`config.mk`:
```
export PLATFORM = sky130hd
export DESIGN_NAME = flag_alu
export DESIGN_NICKNAME = d
export VERILOG_FILES = /design/src/rtl/flag_alu_pkg.sv /design/src/rtl/flag_alu_addsub.sv /design/src/rtl/flag_alu_bitwise.sv /design/src/rtl/flag_alu_status.sv /design/src/rtl/flag_alu.sv
export SDC_FILE = /design/constraint.sdc
export NUM_CORES = 1
export LEC_CHECK = 0
export BUFFER_PORTS_ARGS = -buffer_cell sky130_fd_sc_hd__buf_2
export CAP_MARGIN = 20
export CORE_MARGIN = 1
export CORE_UTILIZATION = 50
export DETAILED_ROUTE_END_ITERATION = 16
export PLACE_DENSITY = 0.85
export SETUP_SLACK_MARGIN = 0.05
export SKIP_LAST_GASP = 1
export SLEW_MARGIN = 40
export SYNTH_ARGS = -nofsm -noshare
export SYNTH_HDL_FRONTEND = slang
export SYNTH_SLANG_ARGS = --single-unit
```
`constraint.sdc`:
```
create_clock -name vclk -period 12.4
set_input_delay 1.24 -clock vclk [all_inputs]
set_output_delay 1.24 -clock vclk [all_outputs]
set_load 0.01 [all_outputs]
```
`src/rtl/flag_alu_pkg.sv`:
```
package flag_alu_pkg;

  typedef enum logic [2:0] {
    OP_AND = 3'b000,
    OP_OR  = 3'b001,
    OP_ADD = 3'b010,
    OP_SUB = 3'b110
  } alu_op_e;

  function automatic logic op_is_arith(input logic [2:0] s);
    return (s == OP_ADD) || (s == OP_SUB);
  endfunction

  function automatic logic op_is_bitwise(input logic [2:0] s);
    return (s == OP_AND) || (s == OP_OR);
  endfunction

endpackage

```
`src/rtl/flag_alu_addsub.sv`:
```
module flag_alu_addsub #(
  parameter int WIDTH = 32
) (
  input  logic [WIDTH-1:0] a,
  input  logic [WIDTH-1:0] b,
  input  logic             subtract,
  output logic [WIDTH-1:0] sum,
  output logic             carry,
  output logic             ovf
);
  localparam int MSB = WIDTH - 1;

  function automatic logic [WIDTH:0] add_with_cin(
    input logic [WIDTH-1:0] x,
    input logic [WIDTH-1:0] y,
    input logic             cin
  );
    return {1'b0, x} + {1'b0, y} + {{WIDTH{1'b0}}, cin};
  endfunction

  logic [WIDTH-1:0] b_eff;
  logic [WIDTH:0]   wide;

  always_comb begin
    b_eff = subtract ? ~b : b;
    wide  = add_with_cin(a, b_eff, subtract);
    sum   = wide[WIDTH-1:0];
    carry = wide[WIDTH];
    ovf   = (a[MSB] == b_eff[MSB]) && (wide[MSB] != a[MSB]);
  end
endmodule

```
`src/rtl/flag_alu_bitwise.sv`:
```
module flag_alu_bitwise #(
  parameter int WIDTH = 32
) (
  input  logic [WIDTH-1:0] a,
  input  logic [WIDTH-1:0] b,
  input  logic             pick_or,
  output logic [WIDTH-1:0] y
);
  for (genvar i = 0; i < WIDTH; i++) begin : g_bit
    assign y[i] = pick_or ? (a[i] | b[i]) : (a[i] & b[i]);
  end
endmodule

```
`src/rtl/flag_alu_status.sv`:
```
module flag_alu_status #(
  parameter int WIDTH = 32
) (
  input  logic [WIDTH-1:0] f,
  output logic             zero,
  output logic             neg
);
  assign zero = ~|f;
  assign neg  = f[WIDTH-1];
endmodule

```
`src/rtl/flag_alu.sv`:
```
module flag_alu
  import flag_alu_pkg::*;
#(
  parameter int WIDTH = 32
) (
  input  logic [WIDTH-1:0] a_i,
  input  logic [WIDTH-1:0] b_i,
  input  logic [2:0]       sel_i,
  output logic [WIDTH-1:0] f_o,
  output logic             zero_o,
  output logic             neg_o,
  output logic             ovf_o,
  output logic             carry_o
);
  // Internal events, named so the checker can observe them.
  logic             arith_en;
  logic             bitwise_en;
  logic [WIDTH-1:0] arith_sum;
  logic             arith_carry;
  logic             arith_ovf;
  logic [WIDTH-1:0] bitwise_y;

  assign arith_en   = op_is_arith(sel_i);
  assign bitwise_en = op_is_bitwise(sel_i);

  flag_alu_addsub #(.WIDTH(WIDTH)) u_addsub (
    .a        (a_i),
    .b        (b_i),
    .subtract (sel_i == OP_SUB),
    .sum      (arith_sum),
    .carry    (arith_carry),
    .ovf      (arith_ovf)
  );

  flag_alu_bitwise #(.WIDTH(WIDTH)) u_bitwise (
    .a       (a_i),
    .b       (b_i),
    .pick_or (sel_i == OP_OR),
    .y       (bitwise_y)
  );

  always_comb begin
    f_o     = '0;
    ovf_o   = 1'b0;
    carry_o = 1'b0;
    if (arith_en) begin
      f_o     = arith_sum;
      ovf_o   = arith_ovf;
      carry_o = arith_carry;
    end else if (bitwise_en) begin
      f_o = bitwise_y;
    end
  end

  flag_alu_status #(.WIDTH(WIDTH)) u_status (
    .f    (f_o),
    .zero (zero_o),
    .neg  (neg_o)
  );
endmodule

```
* After elaboration in Yosys (flattened, before gate mapping)
Index checks and enable logic that the tools add are counted.
** Cells by class
- $add $sub $neg :: 2
- Equal/unequal tests :: 5
- Mux-type cells :: 37
- Bitwise logic cells :: 65
- Reduce and logical (&&, ||, !) cells :: 6
** Operators with widths (count)
- $mux 32 :: 3
- $mux 1 :: 34
- $add 32x32->33 :: 1
- $add 33x1->33 :: 1
- $and 1x1->1 :: 32
- $not 32->32 :: 1
- $or 1x1->1 :: 32
- $reduce_or 32->1 :: 1
- $eq 3x1->1 const B :: 1
- $eq 3x2->1 const B :: 1
- $eq 3x3->1 const B :: 1
- $logic_not 3->1 :: 1
- $logic_or 1x1->1 :: 2
- $eq 1x1->1 :: 1
- $logic_and 1x1->1 :: 1
- $logic_not 1->1 :: 1
- $ne 1x1->1 :: 1
** Storage, ports and cells
- Register bits :: 0
- Word-level logic and storage cells :: 115

* Logic depth before layout (Yosys ltp)
- Depth in word-level cells :: 7
- Depth in mapped cells :: 20
- Depth with buffers taken out :: 15

* Cells and area by module
From an unflattened synthesis, not the netlist that was laid out.
** Unflattened totals
- Cell total of the unflattened synthesis :: 357
- Area, all modules :: 2874.0 µm²
** Modules (own cells, without submodules)
- flag_alu_addsub :: instances 1, cells an instance 265, area an instance 2016.9 µm², sequential area each 0.0 µm²
- flag_alu_bitwise :: instances 1, cells an instance 35, area an instance 391.6 µm², sequential area each 0.0 µm²
- flag_alu :: instances 1, cells an instance 45, area an instance 385.4 µm², sequential area each 0.0 µm²
- flag_alu_status :: instances 1, cells an instance 12, area an instance 80.1 µm², sequential area each 0.0 µm²

* Worst setup path after synthesis
Ideal clock, no wire load.
- Path type :: input to output
- Start point :: input sel_i[0]
- End point :: output zero_o
- Arrival time :: 5.047 ns
- Required time :: 11.160 ns
- Slack :: 6.113 ns
- Stages :: 20
- Buffers on the path :: 6
- Cell sequence :: buf_6 -> nor2b_1 -> buf_6 -> buf_4 -> buf_4 -> nand2_1 -> buf_1 -> xnor2_1 -> ha_1 -> clkbuf_1 -> nand2_1 -> o21ai_0 -> nor2_1 -> a311oi_1 -> xnor2_1 -> o21ai_0 -> or2_1 -> a211oi_1 -> nand4b_1 -> nor4_2
** On the way
- Longest elaborated chain between the ends :: 7
- Elaborated cells between the ends (all ways) :: 45
- Classes of those cells :: add/sub: 2; eq/ne: 3; mux: 35; reduce/logical: 5
** RTL lines
- from (decl) :: line flag_alu.sv:8 : input logic [2:0] sel_i,
- $eq 3x3->1 :: line flag_alu_pkg.sv:11, flag_alu.sv:29
- $mux 32 :: line flag_alu_addsub.sv:25 : b_eff = subtract ? ~b : b;
- $add 32x32->33 :: line flag_alu_addsub.sv:18 : return {1'b0, x} + {1'b0, y} + {{WIDTH{1'b0}}, cin};
- $add 33x1->33 :: line flag_alu_addsub.sv:18
- $mux 32 * :: line flag_alu.sv:46 : if (arith_en) begin
- net f_o[22] :: line flag_alu.sv:9 : output logic [WIDTH-1:0] f_o,
- $reduce_or 32->1 * :: line flag_alu_status.sv:8 : assign zero = ~|f;
- $logic_not 1->1 * :: line flag_alu_status.sv:8
- to (decl) :: line flag_alu.sv:10 : output logic zero_o,
The timed path passes the listed nets; every way through them passes the cells marked *.

* Final worst setup path
- Start point :: input sel_i[0]
- End point :: output zero_o
** On the way
- Longest elaborated chain between the ends :: 7
- Elaborated cells between the ends (all ways) :: 45
- Classes of those cells :: add/sub: 2; eq/ne: 3; mux: 35; reduce/logical: 5
** RTL lines (line)
- $eq 3x3->1 :: flag_alu_pkg.sv:11, flag_alu.sv:29
- $mux 32 :: flag_alu_addsub.sv:25
- $add 32x32->33 :: flag_alu_addsub.sv:18
- $add 33x1->33 :: flag_alu_addsub.sv:18
- $mux 32 * :: flag_alu.sv:46
- $reduce_or 32->1 * :: flag_alu_status.sv:8
- $logic_not 1->1 * :: flag_alu_status.sv:8
Mark *: on every way between the ends. The rest lies on a longest branch, timed or not.

==> impl_metrics.py <==
metrics = {
    "sta": {
        "fin_tns_setup_ns": 0,
        "worst_slew_pin_slew_ns": 0.754,
        "setup_violations": 0,
        "rsz0062_at_grt": "false",
        "finalHoldViolations": 0,
        "layout_setup_ws_ns": 5.27,
        "max_freq_mhz": 140,
        "post-route-period-util_pct": 57.5,
        "min_period_ns": 7.13,
        "whs_ns": 2.88,
        "max_slew_margin_pct": 49.8,
        "report.final.slew_viol_count": 0,
    },
    "clock_network": {
        "hold_buffers": 0,
        "cts_resized": 0,
        "postCtsSetupBuffers": 0,
    },
    "synthesis": {
        "netlist_instances": 450,
        "syn_avg_cell_area_um2": 6.96,
        "yosysWarnings": 0,
        "syn_area_um2": 3130,
        "synth_fp_nets": 554,
        "seq_area_frac_synth_pct": 0,
        "netlist-cell-type-count": 61,
    },
    "detailed_routing": {
        "route.detailed.drc": 0,
        "wl_per_cell_um": 16.7,
        "first_iter_violations": 318,
        "firstDrtPassIters": 5,
        "vias": 3838,
        "post_drt_via_cell_ratio": 6.33,
        "ant_nets": 0,
        "routed_wl_um": 10100,
    },
    "worst_setup_path": {
        "cp_max_fo": 37,
        "cp-startpoint": "sel_i[0]",
        "criticalPathCategory": "input pin to primary output",
        "crit_path_end_kind": "primary output",
        "critPathArrivalTime_ns": 5.89,
        "start_kind": "input pin",
        "crit_required_ns": 11.16,
        "endpoint": "zero_o",
    },
    "final_layout": {
        "antenna_cells": 0,
        "drive_above_1_share_pct": 22.2,
        "finalNonFillerCells": 606,
        "layout.nets": 637,
        "nClkBuffers": 0,
        "n_sequential_cell": 0,
        "fin_util_pct": 60.7,
        "design_area_um2": 3630,
        "final-seq-area_um2": 0,
        "syn_to_final_growth_pct": 16.1,
    },
    "placement": {
        "gp_congestion": 0.983,
        "placed_cells": 606,
        "io_buffer_count": 103,
        "pre_cts_slack_ns": 5.31,
        "placement.cell_area_um2": 3630,
        "dp_hpwl_um": 8070,
    },
    "pwr": {
        "worst_ir_drop_vdd_uv": 39.7,
        "p_per_area_nw_per_um2": 65.1,
        "finalPower_mw": 0.236,
        "p_leak_nw": 1.59,
    },
    "global_routing": {
        "grt-ovfl-total": 0,
        "grt_util_all_layers_pct": 29.8,
        "antenna_found_initial": 0,
        "grt_pass1_vias": 3277,
        "grt_pass1_wl_um": 15400,
        "grt_start_max_net_pins": 38,
    },
    "run_status": {
        "outcome": "finished clean",
    },
    "hold_path": {
        "hp-class": "input pin to primary output",
    },
    "run": {
        "maxCapViolCount": 0,
    },
    "floorplan": {
        "die_x_um": 81.1,
        "ios": 103,
        "die_area_um2": 6580,
        "core.rowCount": 28,
        "start_util_pct": 52.3,
        "fp.dieH_um": 81.1,
        "fp.coreArea_um2": 5990,
    },
}
==> critical path, cell delays in order <==
cell	delay (ns)
buf_2	0.58
nor2b_1	0.19
nand2_4	0.48
xnor2_1	0.22
inv_1	0.10
fa_1	0.43
nand2b_1	0.20
a21oi_1	0.23
o21ai_0	0.23
a21boi_1	0.32
o21ai_0	0.13
nor3b_1	0.21
nor4_1	0.58
o2111a_1	0.30
nand4b_1	0.14
nor4_2	0.14
buf_2	0.16
==> worst min path at each step <==
stage | start | endpoint | depth (start not counted)
3_3_place_gp | a_i[31] | ovf_o | 4
6_report | a_i[31] | ovf_o | 4
3_5_place_dp | a_i[31] | ovf_o | 4
4_1_cts | a_i[31] | ovf_o | 4
2_1_floorplan | a_i[31] | ovf_o | 2
5_1_grt | a_i[31] | ovf_o | 4
==> logic make-up after synthesis <==
logic type	synth area share [%]
compound gates	32.5
simple gates	22.0
fa+ha+maj	24.3
xor+xnor	15.1
buf+inv	5.40
mux	0.640
==> cell usage after synthesis, drive strengths merged (3+ instances only) <==
library cell | instances | area, um^2
a211o | 3 | 26.3
a211oi | 6 | 45.0
a21boi | 4 | 30.0
a21o | 9 | 67.6
a21oi | 37 | 189
a221oi | 3 | 26.3
a22o | 5 | 43.8
a31oi | 3 | 33.8
and2 | 4 | 25.0
and3 | 3 | 18.8
buf | 13 | 88.8
clkbuf | 11 | 41.3
ha | 36 | 450
inv | 8 | 30.0
maj3 | 29 | 290
nand2 | 55 | 206
nand2b | 5 | 31.3
nand3 | 6 | 30.0
nand4 | 13 | 81.3
nand4b | 3 | 26.3
nor2 | 29 | 109
nor2b | 3 | 18.8
nor3 | 8 | 40.0
nor4 | 8 | 56.3
o211ai | 5 | 37.5
o21a | 6 | 52.6
o21ai | 43 | 215
o21bai | 5 | 37.5
o31ai | 3 | 22.5
xnor2 | 44 | 385
xor2 | 10 | 87.6
==> area by class of cell <==
type	instances	area, um^2
Tap cell	75	93.8
Inverter	8	30.0
Timing Repair Buffer	106	538
Multi-Input combinational cell	417	2970
Fill cell	570	2360
==> metal layers <==
layer  vias to the layer above  global-route usage [%]  share of wire [%]
met5                         -                       0                  0
met3                         6                    1.24                7.3
met2                       190                    50.8                 46
li1                       1851                       -                  -
met1                      1791                    42.9                 47
met4                         0                    1.25               0.34
==> layout by cell type, fill, tap and decap left out, types with 7 or more instances in the layout <==
cell type,netlist,layout
nand4_1,13,13
nor2_1,29,28
nor3_1,8,8
xor2_1,10,10
o21ai_0,41,41
nor4_1,7,7
a21o_1,9,9
ha_1,36,36
inv_1,8,8
a21oi_1,36,36
maj3_1,29,29
nand2_1,55,54
buf_2,2,103
xnor2_1,44,44
==> report_power, final <==
part,switching (mW),leakage (nW),internal (mW)
Sequential,0,0,0
Clock,0,0,0
Combinational,0.140,1.59,0.0963
(Power assumes the default switching activity.)
